<file path="src/rtl/sysctl_pkg.sv">
package sysctl_pkg;
    localparam int VEC_W    = 9;
    localparam int EXT_BASE = 16;

    localparam int X_NMI   = 2;
    localparam int X_MEM   = 4;
    localparam int X_BUS   = 5;
    localparam int X_USAGE = 6;
    localparam int X_SVC   = 11;
    localparam int X_DEBUG = 12;
    localparam int X_PSV   = 14;
    localparam int X_TICK  = 15;

    localparam logic [11:0] A_CTRL   = 12'hD04;
    localparam logic [11:0] A_VBASE  = 12'hD08;
    localparam logic [11:0] A_RSTCTL = 12'hD0C;
    localparam logic [11:0] A_HND    = 12'hD24;
    localparam logic [11:0] A_TRIG   = 12'hF00;

    localparam logic [15:0] RST_KEY   = 16'h05FA;
    localparam logic [31:0] RSTCTL_RD = 32'h0FA0_5000;

    typedef enum logic [1:0] {
        ST_IDLE       = 2'd0,
        ST_READ_RSP   = 2'd1,
        ST_WRITE_DONE = 2'd2
    } acc_state_t;
endpackage

</file>
<file path="src/rtl/sysctl_read_mux.sv">
module sysctl_read_mux
    import sysctl_pkg::*;
#(
    parameter int NVEC = 80
) (
    input  logic [11:0]      addr,
    input  logic [NVEC-1:0]  exc_pending,
    input  logic [NVEC-1:0]  exc_active,
    input  logic [VEC_W-1:0] act_vec,
    input  logic             act_valid,
    input  logic             act_nested,
    input  logic [VEC_W-1:0] top_pend_vec,
    input  logic             top_pend_valid,
    input  logic [2:0]       fault_en,
    input  logic [31:0]      vec_base,
    output logic [31:0]      rdata
);
    logic [31:0] ctrl_word;
    logic [31:0] hnd_word;
    logic        ext_any;
    logic        unused_state;

    assign ext_any      = |exc_pending[NVEC-1:EXT_BASE];
    assign unused_state = ^{exc_pending, exc_active};

    always_comb begin
        ctrl_word        = '0;
        ctrl_word[8:0]   = act_valid ? act_vec : '0;
        ctrl_word[11]    = !act_valid || !act_nested;
        ctrl_word[20:12] = top_pend_valid ? top_pend_vec : '0;
        ctrl_word[22]    = ext_any;
        ctrl_word[26]    = exc_pending[X_TICK];
        ctrl_word[28]    = exc_pending[X_PSV];
        ctrl_word[31]    = exc_pending[X_NMI];
    end

    always_comb begin
        hnd_word        = '0;
        hnd_word[0]     = exc_active[X_MEM];
        hnd_word[1]     = exc_active[X_BUS];
        hnd_word[3]     = exc_active[X_USAGE];
        hnd_word[7]     = exc_active[X_SVC];
        hnd_word[8]     = exc_active[X_DEBUG];
        hnd_word[10]    = exc_active[X_PSV];
        hnd_word[11]    = exc_active[X_TICK];
        hnd_word[12]    = exc_pending[X_USAGE];
        hnd_word[13]    = exc_pending[X_MEM];
        hnd_word[14]    = exc_pending[X_BUS];
        hnd_word[15]    = exc_pending[X_SVC];
        hnd_word[18:16] = fault_en;
    end

    always_comb begin
        unique case (addr)
            A_CTRL:   rdata = ctrl_word;
            A_VBASE:  rdata = vec_base;
            A_RSTCTL: rdata = RSTCTL_RD;
            A_HND:    rdata = hnd_word;
            default:  rdata = '0;
        endcase
    end
endmodule

</file>
<file path="src/rtl/sysctl_write_decode.sv">
module sysctl_write_decode
    import sysctl_pkg::*;
#(
    parameter int NUM_IRQ = 64,
    parameter int NVEC    = 80
) (
    input  logic            wr,
    input  logic [11:0]     addr,
    input  logic [31:0]     wdata,
    output logic [NVEC-1:0] set_nx,
    output logic [NVEC-1:0] clr_nx,
    output logic            sys_rst_nx,
    output logic            clr_act_nx
);
    logic             ctrl_wr;
    logic             trig_wr;
    logic             key_ok;
    logic [VEC_W-1:0] trig_id;
    logic             trig_hit;
    logic             unused_wd;

    assign ctrl_wr   = wr && (addr == A_CTRL);
    assign trig_wr   = wr && (addr == A_TRIG);
    assign key_ok    = wr && (addr == A_RSTCTL) && (wdata[31:16] == RST_KEY);
    assign trig_id   = wdata[VEC_W-1:0];
    assign trig_hit  = trig_wr && (32'(trig_id) < 32'(NUM_IRQ));
    assign unused_wd = ^wdata;

    assign sys_rst_nx = key_ok && (wdata[0] || wdata[2]);
    assign clr_act_nx = key_ok && wdata[1];

    genvar gi;
    generate
        for (gi = 0; gi < NVEC; gi++) begin : g_vec
            if (gi == X_NMI) begin : g_nmi
                assign set_nx[gi] = ctrl_wr && wdata[31];
                assign clr_nx[gi] = 1'b0;
            end else if (gi == X_PSV) begin : g_psv
                assign set_nx[gi] = ctrl_wr && wdata[28];
                assign clr_nx[gi] = ctrl_wr && !wdata[28] && wdata[27];
            end else if (gi == X_TICK) begin : g_tick
                assign set_nx[gi] = ctrl_wr && wdata[26];
                assign clr_nx[gi] = ctrl_wr && !wdata[26] && wdata[25];
            end else if (gi >= EXT_BASE) begin : g_ext
                assign set_nx[gi] = trig_hit && (trig_id == VEC_W'(gi - EXT_BASE));
                assign clr_nx[gi] = 1'b0;
            end else begin : g_none
                assign set_nx[gi] = 1'b0;
                assign clr_nx[gi] = 1'b0;
            end
        end
    endgenerate
endmodule

</file>
<file path="src/rtl/sysctl_cfg_regs.sv">
module sysctl_cfg_regs
    import sysctl_pkg::*;
(
    input  logic        clk,
    input  logic        rst_n,
    input  logic        wr,
    input  logic [11:0] addr,
    input  logic [31:0] wdata,
    output logic [2:0]  fault_en,
    output logic [31:0] vec_base
);
    logic unused_wd;
    assign unused_wd = ^wdata;

    always_ff @(posedge clk or negedge rst_n) begin
        if (!rst_n) begin
            fault_en <= '0;
            vec_base <= '0;
        end else if (wr) begin
            if (addr == A_HND)   fault_en <= wdata[18:16];
            if (addr == A_VBASE) vec_base <= {wdata[31:7], 7'b0};
        end
    end


    vbase_store_chk: assert property (@(posedge clk) disable iff (!rst_n)
        (wr && addr == A_VBASE) |=> (vec_base == {$past(wdata[31:7]), 7'b0}));


    fault_hold_chk: assert property (@(posedge clk) disable iff (!rst_n)
        !(wr && addr == A_HND) |=> $stable(fault_en));
endmodule

</file>
<file path="src/rtl/sysctl_regs.sv">
module sysctl_regs
    import sysctl_pkg::*;
#(
    parameter int NUM_IRQ = 64,
    parameter int NVEC    = EXT_BASE + NUM_IRQ
) (
    input  logic             clk,
    input  logic             rst_n,
    input  logic             bus_req,
    input  logic             bus_we,
    input  logic [11:0]      bus_addr,
    input  logic [31:0]      bus_wdata,
    output logic             bus_ready,
    output logic             rd_valid,
    output logic [31:0]      rd_data,
    input  logic [NVEC-1:0]  exc_pending,
    input  logic [NVEC-1:0]  exc_active,
    input  logic [VEC_W-1:0] act_vec,
    input  logic             act_valid,
    input  logic             act_nested,
    input  logic [VEC_W-1:0] top_pend_vec,
    input  logic             top_pend_valid,
    output logic [NVEC-1:0]  set_pend,
    output logic [NVEC-1:0]  clr_pend,
    output logic [2:0]       fault_en,
    output logic [31:0]      vec_base,
    output logic             clr_active_req,
    output logic             sys_reset_req
);
    acc_state_t      state_q, state_nx;
    logic            accept;
    logic            wr_acc;
    logic            rd_acc;
    logic [31:0]     rd_mux;
    logic [NVEC-1:0] set_nx, clr_nx;
    logic            sys_rst_nx, clr_act_nx;

    assign bus_ready = (state_q == ST_IDLE);
    assign accept    = bus_req && bus_ready;
    assign wr_acc    = accept && bus_we;
    assign rd_acc    = accept && !bus_we;

    always_comb begin
        state_nx = state_q;
        unique case (state_q)
            ST_IDLE:       if (accept) state_nx = bus_we ? ST_WRITE_DONE : ST_READ_RSP;
            ST_READ_RSP:   state_nx = ST_IDLE;
            ST_WRITE_DONE: state_nx = ST_IDLE;
            default:       state_nx = ST_IDLE;
        endcase
    end

    always_ff @(posedge clk or negedge rst_n) begin
        if (!rst_n) state_q <= ST_IDLE;
        else        state_q <= state_nx;
    end

    sysctl_read_mux #(.NVEC(NVEC)) u_rmux (
        .addr(bus_addr), .exc_pending(exc_pending), .exc_active(exc_active),
        .act_vec(act_vec), .act_valid(act_valid), .act_nested(act_nested),
        .top_pend_vec(top_pend_vec), .top_pend_valid(top_pend_valid),
        .fault_en(fault_en), .vec_base(vec_base), .rdata(rd_mux)
    );

    sysctl_write_decode #(.NUM_IRQ(NUM_IRQ), .NVEC(NVEC)) u_wdec (
        .wr(wr_acc), .addr(bus_addr), .wdata(bus_wdata),
        .set_nx(set_nx), .clr_nx(clr_nx),
        .sys_rst_nx(sys_rst_nx), .clr_act_nx(clr_act_nx)
    );

    sysctl_cfg_regs u_cfg (
        .clk(clk), .rst_n(rst_n), .wr(wr_acc), .addr(bus_addr),
        .wdata(bus_wdata), .fault_en(fault_en), .vec_base(vec_base)
    );

    always_ff @(posedge clk or negedge rst_n) begin
        if (!rst_n) begin
            rd_valid       <= 1'b0;
            rd_data        <= '0;
            set_pend       <= '0;
            clr_pend       <= '0;
            sys_reset_req  <= 1'b0;
            clr_active_req <= 1'b0;
        end else begin
            rd_valid       <= rd_acc;
            rd_data        <= rd_acc ? rd_mux : '0;
            set_pend       <= set_nx;
            clr_pend       <= clr_nx;
            sys_reset_req  <= sys_rst_nx;
            clr_active_req <= clr_act_nx;
        end
    end


    ready_drop_chk: assert property (@(posedge clk) disable iff (!rst_n)
        (bus_req && bus_ready) |=> !bus_ready);


    rd_source_chk: assert property (@(posedge clk) disable iff (!rst_n)
        rd_valid |-> $past(bus_req && bus_ready && !bus_we));


    set_clr_excl_chk: assert property (@(posedge clk) disable iff (!rst_n)
        (|set_pend) |-> ((set_pend & clr_pend) == '0));


    pulse_once_chk: assert property (@(posedge clk) disable iff (!rst_n)
        (|{set_pend, clr_pend, sys_reset_req, clr_active_req}) |=>
        !(|{set_pend, clr_pend, sys_reset_req, clr_active_req}));


    key_gate_chk: assert property (@(posedge clk) disable iff (!rst_n)
        (sys_reset_req || clr_active_req) |->
        $past(bus_addr == A_RSTCTL && bus_wdata[31:16] == RST_KEY && bus_we));
endmodule

</file>
<file path="config.mk">
export PLATFORM = sky130hd
export DESIGN_NAME = sysctl_regs
export DESIGN_NICKNAME = d
export VERILOG_FILES = /design/src/rtl/sysctl_pkg.sv /design/src/rtl/sysctl_read_mux.sv /design/src/rtl/sysctl_write_decode.sv /design/src/rtl/sysctl_cfg_regs.sv /design/src/rtl/sysctl_regs.sv
export SDC_FILE = /design/constraint.sdc
export NUM_CORES = 1
export LEC_CHECK = 0
export ABC_AREA = 0
export BUFFER_PORTS_ARGS = -buffer_cell sky130_fd_sc_hd__buf_2
export CAP_MARGIN = 5
export CORE_AREA = 5 5 174 176
export DETAILED_ROUTE_END_ITERATION = 8
export DIE_AREA = 0 0 179 181
export GPL_ROUTABILITY_DRIVEN = 0
export GPL_TIMING_DRIVEN = 0
export PLACE_DENSITY = 0.44
export SYNTH_ARGS = -nofsm -noshare
export SYNTH_HDL_FRONTEND = slang
export SYNTH_SLANG_ARGS = --single-unit
</file>
<file path="constraint.sdc">
create_clock -name clk -period 2.3 [get_ports clk]
set_input_delay 0.345 -clock clk [delete_from_list [all_inputs] [get_ports clk]]
set_output_delay 0.345 -clock clk [all_outputs]
set_load 0.05 [all_outputs]
</file>
==> flow_summary.toml <==
[run_status]
outcome = "complete, no violations"

[critical_path]
cp_num_buf_inv = 3
reg2reg_slack_ns = 0.15
end_kind = "flip-flop"
cpMostUsedCell = "buf_4"
r2r-start = "state_q[1]"
criticalPathCategory = "reg2reg"
critPathMaxFanout = 10
crit_family = "simple AND/OR/NAND/NOR gates"
crit_required_ns = 2.64
slowest_stage = "dfrtp_1"
max_stage_delay_ns = 0.39
critPathLaunchType = "flip-flop"
r2r_end = "set_pend[18]"
cp_data_arrival_time_ns = 2.49
path_cells = "nor4bb_1 -> buf_4 -> nand4b_1 -> nor4_4 -> or3b_1 -> buf_4 -> buf_12 -> nor2_4"
reg2reg_depth = 8

[cells_and_area]
layout_common_cells = "282 x buf_2, 134 x dfrtp_1, 107 x buf_4"
area_delta_synth_final_pct = 51.05
post-route-util_pct = 30.74
drive_gt1_share_pct = 51.41
final_cells = 1310
design_area_um2 = 8752
final_common_cell = "buf_2"
layout.nets = 1141
nFillCells = 3013

[cts]
cts_inserted_buffers = 17
clock-sinks = 134
path_clk_slew_ns = 0.06
clock_path_buffers = 2
clock_latency_ns = 0.41
cts_tree = "yes"
root_buffer = "clkbuf_16"
htreeDepth = 4

[timing]
fin_worst_skew_ns = 0.007458
grt_setup_unrepaired = "no"
max_slew_margin_pct = 47.16
period_minus_slack_ns = 2.152
period_share_pct = 93.56
fin_hold_ws_ns = 0.1256
finalMaxSlewViolations = 0
fmax_mhz = 464.7
hold_viol_final = 0
setup_viol = 0
setup_total_negative_slack_ns = 0
layout_setup_ws_ns = 0.1482
max_slew.worst_pin.slew_ns = 0.7897

[yosys]
yosysWarnings = 0
syn_area_per_cell_um2 = 11.36
async_flop_share_pct = 100.0
synth_top_cell_area_share_pct = 57.87
synthCells = 510
synthMuxAreaShare_pct = 5.442
synth-adder-area-share_pct = 0
syn_area_um2 = 5794
synth_xor_area_share_pct = 0
synth_edf_count = 0
ys_seq_area_share_pct = 57.87
synthSimpleGateAreaFrac_pct = 19.05
synth_top_family_by_area = "simple AND/OR/NAND/NOR gates"
yosys_most_used_dff = "dfrtp_1"
synth-compound-area-share_pct = 3.304
synth_seq_cells = 134
synth.distinct_cells = 41
synthTopCellsByArea = "dfrtp_1 58%, buf_4 13%, mux2_2 5.4%"
yosys.area.top_type = "dfrtp_1"

[job]
cap_violations = 0

[global_routing]
grt_usage_pct = 13.65
grt_antenna_before_repair = 4
grt_overflow_total = 0
first_global_vias = 5131
grt_pass1_wl_um = 32840
grt_max_degree = 78

[die]
die_x_um = 179
die_area_um2 = 32400
io-pin-count = 460
rows = 62
initial_utilization_pct = 20.35
core-area_um2 = 28470
die_h_um = 181

[drt]
via_count = 4925
drt_iter0_markers = 223
drt_pass1_iterations = 4
drcViolationCount = 0
final_antenna_net_count = 0
detail_route.wl_per_cell_um = 17.34
drt_wl_total_um = 22710
vias_per_cell = 3.760

[placement]
place_area_um2 = 8064
dp_cells = 1270
io_buffers = 278
post-place-ws_ns = -0.4260
place_hpwl_um = 18170

[power_and_ir_drop]
ir_drop_mv = 0.4305
p_leak_nw = 4.829
power_density_nw_per_um2 = 670.7
power_mw = 5.870

[hold_path]
min_path_type = "in2reg"
hold_depth = 2
hold_end = "state_q[0]"
hp-start = "bus_we"
## kinds of logic after synthesis
| logic type | after synthesis |
|---|---|
| muxes | 28 |
| DFF | 134 |
| other | 1 |
| and+or+nand+nor | 203 |
| AOI/OAI and AO/OA | 28 |
| buffers and inverters | 116 |
## cell usage after synthesis, types with 2 or more instances
master    count
nand2_1      27
and3_1       12
buf_4        99
nand4b_1      3
nor4_1       19
dfrtp_1     134
nand3_1      13
nor3_1        6
a31oi_1       6
a21oi_1       4
mux2_2       28
buf_2         7
o21ai_0       3
nor2_1       77
nor3b_1       3
nand4_1       9
or4_1         2
and2_1        3
nor2b_1       5
nor3_2        2
a22oi_1       9
nor2_4       10
clkbuf_1      8
nand3b_1      2
a32oi_1       3
## worst max path at each step
stage,from,end,slack (ns),depth (start not counted)
5_1_grt,state_q[1],set_pend[19],0.006,8
3_5_place_dp,bus_addr[4],rd_data[1],-0.43,6
4_1_cts,state_q[0],set_pend[18],0.002,8
2_1_floorplan,state_q[0],rd_data[12],0.13,6
3_3_place_gp,rst_n,rd_data[20],-1.19,1
6_report,state_q[1],set_pend[18],0.15,8
## timing repair
action	CTS	global route
setup endpoints to repair	60	71
endpoints found under the hold margin	57	0
gates resized for setup	7	8
hold buffers	1	0
pin swaps	3	3
setup buffers	5	1
## report_power, final
| group | internal (mW) | leakage [nW] | switching (mW) |
|---|---|---|---|
| registers | 2.36 | 1.87 | 0.00231 |
| clock network | 1.64 | 0.273 | 1.08 |
| logic | 0.234 | 2.68 | 0.550 |
## routing by layer
| metal | track usage, % | routed length [µm] |
|---|---|---|
| met3 | 4.766 | 2064 |
| met2 | 23.96 | 11700 |
| met1 | 15.60 | 8635 |
| met4 | 3.869 | 275 |
| met5 | 0 | 34 |
## sequential cells by signal, indices dropped and copies added (netlist names)
name	count
u_cfg.fault_en	3
state_q	2
set_pend	67
rd_valid	1
u_cfg.vec_base	25
clr_pend	2
rd_data	32
clr_active_req	1
sys_reset_req	1
## layout make-up
cell class / count / area (µm²) / area share [%]
clock inverter: 12 / 130.1 / 1.487
antenna: 2 / 5.005 / 0.05718
sequential: 134 / 3353 / 38.31
multi-input combinational: 357 / 2007 / 22.93
tap: 384 / 480.5 / 5.490
clock buffer: 19 / 452.9 / 5.175
inverter: 1 / 3.754 / 0.04289
timing repair buffer: 286 / 1480 / 16.91
buffer: 115 / 839.6 / 9.593
Note: power is estimated with default switching activity, not from simulation.
